[config.mk]
export PLATFORM = sky130hd
export DESIGN_NAME = uart_dma_ready
export DESIGN_NICKNAME = d
export VERILOG_FILES = /design/src/rtl/uart_dma_pkg.sv /design/src/rtl/rx_arrival_delay.sv /design/src/rtl/rx_ready_ctl.sv /design/src/rtl/tx_ready_ctl.sv /design/src/rtl/uart_dma_ready.sv
export SDC_FILE = /design/constraint.sdc
export NUM_CORES = 1
export LEC_CHECK = 0
export BUFFER_PORTS_ARGS = -buffer_cell sky130_fd_sc_hd__buf_4
export CELL_PAD_IN_SITES_DETAIL_PLACEMENT = 1
export CELL_PAD_IN_SITES_GLOBAL_PLACEMENT = 1
export CORE_AREA = 2 2 39 41
export DETAILED_ROUTE_END_ITERATION = 7
export DIE_AREA = 0 0 41 43
export PLACE_DENSITY_LB_ADDON = 0.1
export SLEW_MARGIN = 20
export SYNTH_ARGS = -nofsm -noshare
export SYNTH_HDL_FRONTEND = slang
export SYNTH_SLANG_ARGS = --single-unit
export TNS_END_PERCENT = 30
[constraint.sdc]
create_clock -name clk -period 1.5 [get_ports clk]
set_clock_uncertainty 0.05 [all_clocks]
set_input_delay 0.15 -clock clk [delete_from_list [all_inputs] [get_ports clk]]
set_output_delay 0.15 -clock clk [all_outputs]
set_load 0.05 [all_outputs]
[src/rtl/uart_dma_pkg.sv]
package uart_dma_pkg;
  typedef enum logic {
    DMA_SINGLE = 1'b0,
    DMA_BURST  = 1'b1
  } dma_style_e;

  function automatic dma_style_e pick_style(input logic fifo_on, input logic burst_sel);
    return (fifo_on && burst_sel) ? DMA_BURST : DMA_SINGLE;
  endfunction
endpackage

[src/rtl/rx_arrival_delay.sv]
module rx_arrival_delay #(
  parameter int RX_DLY = 3,
  localparam int DW = $clog2(RX_DLY + 1)
) (
  input  logic clk,
  input  logic rst,
  input  logic fifo_on,
  input  logic rclk_tick,
  input  logic rx_done,
  output logic visible_now
);
  logic [DW-1:0] cnt_q;

  always_ff @(posedge clk) begin
    if (rst) begin
      cnt_q <= '0;
    end else if (rx_done && fifo_on) begin
      cnt_q <= DW'(RX_DLY);
    end else if (!fifo_on) begin
      cnt_q <= '0;
    end else if (rclk_tick && cnt_q != '0) begin
      cnt_q <= cnt_q - 1'b1;
    end
  end

  // A fresh arrival restarts the window and cancels a pending one.
  always_comb begin
    if (fifo_on) visible_now = !rx_done && rclk_tick && (cnt_q == DW'(1));
    else         visible_now = rx_done;
  end
endmodule

[src/rtl/rx_ready_ctl.sv]
module rx_ready_ctl
  import uart_dma_pkg::*;
#(
  parameter int CNT_W = 5
) (
  input  logic             clk,
  input  logic             rst,
  input  dma_style_e       style,
  input  logic [CNT_W-1:0] rx_level,
  input  logic             rx_trig,
  input  logic             rx_tmo,
  input  logic             rx_read,
  input  logic             visible_now,
  output logic             rx_req_n
);
  logic seen_q, burst_q;
  logic seen_d, burst_d, empty_soon;

  always_comb begin
    empty_soon = (rx_level == '0) || (rx_read && rx_level == CNT_W'(1));
    seen_d     = !empty_soon && (visible_now || seen_q);
    burst_d    = !empty_soon && (burst_q || (seen_d && (rx_trig || rx_tmo)));
  end

  always_ff @(posedge clk) begin
    if (rst) begin
      seen_q   <= 1'b0;
      burst_q  <= 1'b0;
      rx_req_n <= 1'b1;
    end else begin
      seen_q   <= seen_d;
      burst_q  <= burst_d;
      rx_req_n <= (style == DMA_BURST) ? !burst_d : !seen_d;
    end
  end
endmodule

[src/rtl/tx_ready_ctl.sv]
module tx_ready_ctl
  import uart_dma_pkg::*;
(
  input  logic       clk,
  input  logic       rst,
  input  dma_style_e style,
  input  logic       tx_empty,
  input  logic       tx_full,
  input  logic       tx_load,
  output logic       tx_req_n
);
  logic burst_q, burst_d;

  always_comb begin
    if (tx_empty && !tx_load) burst_d = 1'b1;
    else if (tx_full)         burst_d = 1'b0;
    else                      burst_d = burst_q;
  end

  always_ff @(posedge clk) begin
    if (rst) begin
      burst_q  <= 1'b1;
      tx_req_n <= 1'b0;
    end else begin
      burst_q  <= burst_d;
      tx_req_n <= (style == DMA_BURST) ? !burst_d : (tx_load || !tx_empty);
    end
  end
endmodule

[src/rtl/uart_dma_ready.sv]
module uart_dma_ready
  import uart_dma_pkg::*;
#(
  parameter int CNT_W  = 5,
  parameter int RX_DLY = 3
) (
  input  logic             clk,
  input  logic             rst,
  input  logic             fifo_on,
  input  logic             burst_sel,
  input  logic             rclk_tick,
  input  logic [CNT_W-1:0] rx_level,
  input  logic             rx_trig,
  input  logic             rx_tmo,
  input  logic             rx_done,
  input  logic             rx_read,
  input  logic             tx_empty,
  input  logic             tx_full,
  input  logic             tx_load,
  output logic             rx_req_n,
  output logic             tx_req_n
);
  dma_style_e style;
  logic       visible_now;

  assign style = pick_style(fifo_on, burst_sel);

  rx_arrival_delay #(.RX_DLY(RX_DLY)) u_dly (
    .clk(clk), .rst(rst), .fifo_on(fifo_on), .rclk_tick(rclk_tick),
    .rx_done(rx_done), .visible_now(visible_now)
  );

  rx_ready_ctl #(.CNT_W(CNT_W)) u_rx (
    .clk(clk), .rst(rst), .style(style), .rx_level(rx_level),
    .rx_trig(rx_trig), .rx_tmo(rx_tmo), .rx_read(rx_read),
    .visible_now(visible_now), .rx_req_n(rx_req_n)
  );

  tx_ready_ctl u_tx (
    .clk(clk), .rst(rst), .style(style), .tx_empty(tx_empty),
    .tx_full(tx_full), .tx_load(tx_load), .tx_req_n(tx_req_n)
  );
endmodule

==> out/metrics.cfg, run 1 <==
[run_status]
status=completed

[job]
drv_cap=0

[timing]
rsz0062_at_grt=false
tns_ns=0
slew_violations=0
setup_viol=0
whs_ns=0.0501
post-route-period-util_pct=88.8
tightest_slew_ns=0.283
fmax_mhz=750
finalHoldViolCount=0
min_period_ns=1.33
timing.slew.headroom_pct=81.1

[synthesis]
synth_seq_cells=7
synthTopCellsByArea=dfxtp_1, ha_1, inv_1
synth_ff_type=dfxtp_1
yosys_warnings=0
synth_top_area_cell=dfxtp_1
async_reset_ff_share_pct=0
synth_nets=58
synth_cell_types=22
yosysMostFrequentCell=dfxtp_1
synth_edf_count=0
syn_inst=39
yosysSeqAreaShare_pct=39.3
synth.top_cell.area_share_pct=39.3
synth_common_cells=dfxtp_1, inv_1, a21oi_1
synth_area_um2=357
synth.avg_cell_area_um2=9.14

[die]
fp.dieH_um=43
io_pins=19
die_w_um=41
dieArea_um2=1760
start_util_pct=25.8
core.rowCount=14
core_area_um2=1380

[critical_path]
path_class=register to register
end_kind=register
crit_arrival_ns=1.47
critPathRequiredTime_ns=1.64
start_kind=register
path_max_fanout=3

[clock_tree]
cts_setup_buffers=0
clock_path_buffers=2
clock_latency_ns=0.25
cts_tree=yes
cts_buffers=3
path_clk_slew_ns=0.05
cts_root_buffer=clkbuf_4
cts_hold_buf=0
htreeDepth=1
ctsResizeCount=0
cts.sinks=7

[finish]
seqCellArea_um2=140
final_cells=77
multi_input_area_um2=194
drive_above_1_share_pct=39.3
final_nets=81
area_growth_pct=50.9
fillers=176
diodes=0
final_cell_area_um2=538

[drt]
drt_wl_total_um=813
vias=343
via_per_inst=4.45
drc=0
drt_iter0_markers=1
ant_nets=0
routedWlPerCell_um=10.6
dr.pass1.iters=2

[global_routing]
grt_pass1_vias=302
use_met1_pct=15.3
grt_max_degree=7
met2_usage_pct=12.8
grt_usage_pct=12.0
grt-busiest-layer=met1
grt.overflow.total=0
grt_pass1_wl_um=1270
antenna_found_initial=0
grt_use_met3_pct=5.24

[placement]
portBuffers=18
dpl-instance-area_um2=512
gp_routability_congestion=0.674
dp_hpwl_um=652
placedCellCount=73

[hold_path]
min_path_type=primary input to register

[power]
ir_drop_v=0.000466
leakagePower_nw=0.259
powerDensity_nw_per_um2=911

worst max-delay path, stage by stage (launching register included):
cell and delay (ns):
dfxtp_1 0.37, inv_1 0.06, ha_1 0.23, nor2b_4 0.14
mux2_4 0.31, a21oi_2 0.12
metal layers:
layer  routed length (um)  up-vias
li1                     -      177
met1                  403      146
met2                  279       16
met3                   87        4
met4                   42        0
met5                    0        -
cell type report:
| cell class | count | area share [%] |
|---|---|---|
| Tap cell | 16 | 3.72 |
| Clock buffer | 4 | 4.88 |
| Timing Repair Buffer | 18 | 25.1 |
| Sequential cell | 7 | 26.0 |
| Inverter | 6 | 4.19 |
| Multi-Input combinational cell | 26 | 36.0 |
logic make-up (layout without fill, tap and decap cells):
logic type      count (synthesis)  count (layout)  share of synthesized area (%)
compound gates                 10              10                           18.2
flops                           7               7                           39.3
buf+inv                         6              28                           6.32
simple gates                   12              12                           22.5
xor+xnor                        1               1                           2.46
fa+ha+maj                       2               2                           7.02
mux                             1               1                           4.21
final timing paths:
check / start / end / slack (ns) / depth (start not counted)
worst max-delay path: u_dly.cnt_q[0] / u_dly.cnt_q[1] / 0.17 / 5
worst min-delay path: tx_full / u_tx.burst_q / 0.05 / 2
worst max register to register: u_dly.cnt_q[0] / u_dly.cnt_q[1] / 0.17 / 5
worst min register to register: u_rx.burst_q / u_rx.burst_q / 0.43 / 1
state kept, by name (all words and copies together), names as in the netlist:
| name | flops |
|---|---|
| u_rx.seen_q | 1 |
| u_tx.tx_req_n | 1 |
| u_rx.burst_q | 1 |
| u_dly.cnt_q | 2 |
| u_tx.burst_q | 1 |
| u_rx.rx_req_n | 1 |
placed cells by master, fill, tap and decap left out, types with 2 or more instances in the layout:
cell type,instances
nand2b_1,2
and2_1,2
clkbuf_4,3
inv_1,6
o21ai_0,2
a21oi_1,3
ha_1,2
dfxtp_1,7
buf_4,18
stage by stage:
stage | utilization, % | setup WS [ns] | power (mW)
floorplan | - | 0.236 | 0.268
global placement | 37.0 | 0.223 | 0.318
detailed placement | 37.0 | 0.185 | 0.318
CTS | 38.9 | 0.168 | 0.501
global route | 38.9 | 0.112 | 0.526
finish | 38.9 | 0.168 | 0.490
report_power, final:
group          switching (mW)  internal [mW]  total, mW
registers             0.00530          0.200      0.206
logic                  0.0496         0.0589      0.108
clock network          0.0743          0.102      0.176
total                   0.129          0.361      0.490
(Power assumes the default switching activity.)
==> run 2, diff against run 1 <==
CTS_BUF_LIST = sky130_fd_sc_hd__clkbuf_16   (was not set)
==> out/metrics.cfg, run 2 (same netlist as run 1, synthesis figures left out) <==
[drt]
routedWlPerCell_um=10.7  ; +1.6%
drt_iter0_markers=2  ; +1
dr.pass1.iters=2  ; unchanged
wl_met3_um=104  ; +20%
ant_nets=0  ; unchanged
wl_met2_um=282  ; +1.1%
via_per_inst=4.44  ; -0.29%
vias=342  ; -0.29%
met1Wirelength_um=412  ; +2.2%
drc=0  ; unchanged
topRoutingLayerUsed=met4
drt_wl_total_um=826  ; +1.6%

[power]
ir_drop_v=0.000749  ; +60%
fin_total_pwr_uw=764  ; +56%
powerDensity_nw_per_um2=1290  ; +42%
leakagePower_nw=0.286  ; +11%

[clock_tree]
clock_path_buffers=2  ; unchanged
path_clk_slew_ns=0.04  ; about the same
cts_setup_buffers=0  ; unchanged
htreeDepth=1  ; unchanged
cts_tree=yes
ctsResizeCount=0  ; unchanged
cts_buffers=3  ; unchanged
cts_root_buffer=clkbuf_16
cts.sinks=7  ; unchanged
cts_hold_buf=0  ; unchanged
clock_latency_ns=0.23  ; -0.02 ns

[finish]
largest_register=u_dly.cnt_q
area_growth_pct=65.6
final_cell_area_um2=591  ; +9.8%
fillers=167  ; -5.1%
final_nets=81  ; unchanged
largest_register_ffs=2  ; unchanged
drive_above_1_share_pct=39.3  ; unchanged
final_common_cell=buf_4
final_cell_mix=buf_4, inv_1, dfxtp_1, a21oi_1, clkbuf_16
final_util_pct=42.7  ; +3.8 points
diodes=0  ; unchanged

[critical_path]
crit_arrival_ns=1.45  ; -0.02 ns
reg2reg_to=u_dly.cnt_q[1]
end_kind=register
rrSetupSlack_ns=0.17  ; about the same
critPathRequiredTime_ns=1.62  ; -0.02 ns
path_class=register to register
r2r-start=u_dly.cnt_q[0]
reg2reg_depth=5  ; unchanged
path_max_fanout=3  ; unchanged
start_kind=register

[die]
start_util_pct=25.8  ; unchanged
io_pins=19  ; unchanged
die_w_um=41  ; unchanged
core_area_um2=1380  ; unchanged
fp.dieH_um=43  ; unchanged
dieArea_um2=1760  ; unchanged
core.rowCount=14  ; unchanged

[timing]
setup_viol=0  ; unchanged
min_period_ns=1.33  ; -0.00282 ns
fmax_mhz=752  ; +0.21%
whs_ns=0.0740  ; +0.0239 ns
tightest_slew_ns=0.268  ; -0.0156 ns
post-route-period-util_pct=88.6  ; -0.19 points
slew_violations=0  ; unchanged
timing.slew.headroom_pct=82.1  ; +1.0 points
rsz0062_at_grt=false
tns_ns=0  ; unchanged
finalHoldViolCount=0  ; unchanged

[placement]
dp_hpwl_um=652  ; unchanged
gp_routability_congestion=0.674  ; unchanged
dpl-instance-area_um2=512  ; unchanged
portBuffers=18  ; unchanged

[job]
drv_cap=0  ; unchanged

[global_routing]
grt_max_degree=7  ; unchanged
grt.overflow.total=0  ; unchanged
antenna_found_initial=0  ; unchanged
grt_pass1_vias=311  ; +3.0%
grt_pass1_wl_um=1310  ; +3.3%
grt_usage_pct=12.1  ; +0.10 points

[hold_path]
min_to=u_tx.burst_q
min_path_type=primary input to register
hold_path.startpoint=tx_full
holdPathStages=2  ; unchanged

[run_status]
status=completed

[run 2: worst max-delay path: stages, from the launching register on]
cell and delay [ns]:
dfxtp_1 0.36, inv_1 0.06, ha_1 0.23, nor2b_4 0.14, mux2_4 0.31, a21oi_2 0.12
[run 2: worst max path at each step]
stage / slack [ns] / endpoint / cells past startpoint / start
floorplan: 0.24 / u_dly.cnt_q[1] / 5 / u_dly.cnt_q[0]
global placement: 0.22 / u_dly.cnt_q[1] / 5 / u_dly.cnt_q[0]
detailed placement: 0.18 / u_dly.cnt_q[1] / 5 / u_dly.cnt_q[0]
CTS: 0.18 / u_dly.cnt_q[1] / 5 / u_dly.cnt_q[0]
global route: 0.12 / u_dly.cnt_q[1] / 5 / u_dly.cnt_q[0]
finish: 0.17 / u_dly.cnt_q[1] / 5 / u_dly.cnt_q[0]
[run 2: stage by stage]
stage          std cells  worst slack [ns]
2_1_floorplan         39             0.236
3_3_place_gp          73             0.223
3_5_place_dp          73             0.185
4_1_cts               77             0.177
5_1_grt               77             0.118
6_report              77             0.170
[run 2: layout make-up]
cell class / count / area, um^2 / share of cell area [%]
Inverter: 6 / 22.5 / 3.81
Clock buffer: 3 / 75.1 / 12.7
Timing Repair Buffer: 18 / 135 / 22.9
Multi-Input combinational cell: 26 / 194 / 32.8
Sequential cell: 7 / 140 / 23.7
Clock inverter: 1 / 3.75 / 0.636
Tap cell: 16 / 20.0 / 3.39
[run 2: power breakdown]
part	total [mW]	internal (mW)	switching, mW
sequential	0.207	0.201	0.00537
combinational	0.109	0.0590	0.0498
clock	0.448	0.347	0.102
[run 2: per-layer routing]
layer / global-route usage, % / vias up
met5: 0 / -
met4: 8.00 / 0
met3: 8.38 / 5
met2: 13.1 / 17
met1: 16.3 / 141
li1: - / 179
==> run 3, diff against run 2 <==
BUFFER_PORTS_ARGS = -buffer_cell sky130_fd_sc_hd__buf_2   (was -buffer_cell sky130_fd_sc_hd__buf_4)
==> out/metrics.cfg, run 3 (same netlist as run 1, synthesis figures left out) <==
[timing]
timing.slew.headroom_pct=82.0  ; -0.14 points
finalHoldViolCount=0  ; unchanged
tns_ns=0  ; unchanged
slew_violations=0  ; unchanged
tightest_slew_ns=0.270  ; +0.00211 ns
setup_viol=0  ; unchanged
layout_setup_ws_ns=0.174  ; +0.00316 ns
rsz0062_at_grt=false
post-route-period-util_pct=88.4  ; -0.21 points
min_period_ns=1.33  ; -0.00316 ns
fmax_mhz=754  ; +0.24%

[die]
fp.dieH_um=43  ; unchanged
die_w_um=41  ; unchanged
io_pins=19  ; unchanged
dieArea_um2=1760  ; unchanged
start_util_pct=25.8  ; unchanged
core_area_um2=1380  ; unchanged
core.rowCount=14  ; unchanged

[critical_path]
critPathRequiredTime_ns=1.62  ; about the same
end_kind=register
r2r-start=u_dly.cnt_q[0]
crit_path_end=u_dly.cnt_q[1]
crit_arrival_ns=1.44  ; about the same
start_kind=register
reg2reg_depth=5  ; unchanged
path_max_fanout=3  ; unchanged
rrSetupSlack_ns=0.17  ; about the same
path_class=register to register
startpoint=u_dly.cnt_q[0]
reg2reg_to=u_dly.cnt_q[1]

[power]
ir_drop_v=0.000464  ; -38%
fin_total_pwr_uw=743  ; -2.7%
leakagePower_nw=0.270  ; -5.6%
powerDensity_nw_per_um2=1360  ; +5.3%

[drt]
dr.pass1.iters=2  ; unchanged
vias=348  ; +1.8%
via_per_inst=4.52  ; +1.8%
drc=0  ; unchanged
routedWlPerCell_um=10.4  ; -3.1%
ant_nets=0  ; unchanged
drt_iter0_markers=6  ; +4
drt_wl_total_um=800  ; -3.1%

[finish]
final_nets=81  ; unchanged
diodes=0  ; unchanged
fillers=176  ; +5.4%
drive_above_1_share_pct=39.3  ; unchanged
area_growth_pct=53.0
largest_register_ffs=2  ; unchanged
final_cell_mix=buf_2, inv_1, dfxtp_1, a21oi_1, clkbuf_16
final_util_pct=39.4  ; -3.3 points
largest_register=u_dly.cnt_q
final_common_cell=buf_2

[global_routing]
grt_pass1_vias=289  ; -7.1%
grt.overflow.total=0  ; unchanged
grt_max_degree=7  ; unchanged
antenna_found_initial=0  ; unchanged
grt_pass1_wl_um=1250  ; -4.8%
grt_usage_pct=11.4  ; -0.73 points

[run_status]
status=completed

[clock_tree]
path_clk_slew_ns=0.04  ; about the same
clock_latency_ns=0.23  ; about the same
cts.sinks=7  ; unchanged
cts_root_buffer=clkbuf_16
ctsResizeCount=0  ; unchanged
htreeDepth=1  ; unchanged
clock_path_buffers=2  ; unchanged
cts_setup_buffers=0  ; unchanged
cts_buffers=3  ; unchanged
cts_hold_buf=0  ; unchanged
cts_tree=yes

[placement]
dp_hpwl_um=652  ; about the same
dp_worst_setup_slack_ns=0.174  ; -0.0103 ns
portBuffers=18  ; unchanged
gp_routability_congestion=0.662  ; -1.7%

[hold_path]
min_path_type=primary input to register

[job]
drv_cap=0  ; unchanged

==> run 3: cell counts in the layout (fill, tap and decap cells not counted) <==
No cell type changed its count.
==> run 3: worst min-delay path by stage <==
stage | startpoint | end | slack, ns | depth (start not counted)
after global routing | tx_full | u_tx.burst_q | 0.11 | 2
after detailed placement | tx_full | u_tx.burst_q | 0.32 | 2
after CTS | tx_full | u_tx.burst_q | 0.08 | 2
after floorplan | tx_full | u_tx.burst_q | 0.20 | 1
final | tx_full | u_tx.burst_q | 0.08 | 2
after global placement | tx_full | u_tx.burst_q | 0.31 | 2
==> run 3: final cells by class <==
| type | instances | area (um^2) | area share [%] |
|---|---|---|---|
| tap | 16 | 20.0 | 3.67 |
| multi-input combinational | 26 | 194 | 35.6 |
| clock inverter | 1 | 3.75 | 0.688 |
| clock buffer | 3 | 75.1 | 13.8 |
| timing repair buffer | 18 | 90.1 | 16.5 |
| inverter | 6 | 22.5 | 4.13 |
| sequential | 7 | 140 | 25.7 |
==> run 3: metrics by stage <==
stage	area [um^2]	hold WS [ns]	cells
6_report	546	0.0794	77
5_1_grt	546	0.109	77
4_1_cts	546	0.0798	77
3_5_place_dp	467	0.318	73
3_3_place_gp	467	0.315	73
2_1_floorplan	357	0.200	39
==> run 3: routing by layer <==
| layer | global-route usage, % | part of all wire, % |
|---|---|---|
| met1 | 14.9 | 48 |
| met2 | 12.5 | 40 |
| met3 | 4.71 | 9.6 |
| met4 | 12.0 | 2.5 |
| met5 | 0 | 0 |
==> run 3: worst max-delay path: stages, from the launching register on <==
cell	delay (ns)
dfxtp_1	0.37
inv_1	0.06
ha_1	0.22
nor2b_4	0.14
mux2_4	0.31
a21oi_2	0.12
==> run 3: power by group <==
group | internal (mW) | switching (mW)
clock network | 0.346 | 0.0965
registers | 0.201 | 0.00497
logic | 0.0448 | 0.0494
total | 0.592 | 0.151
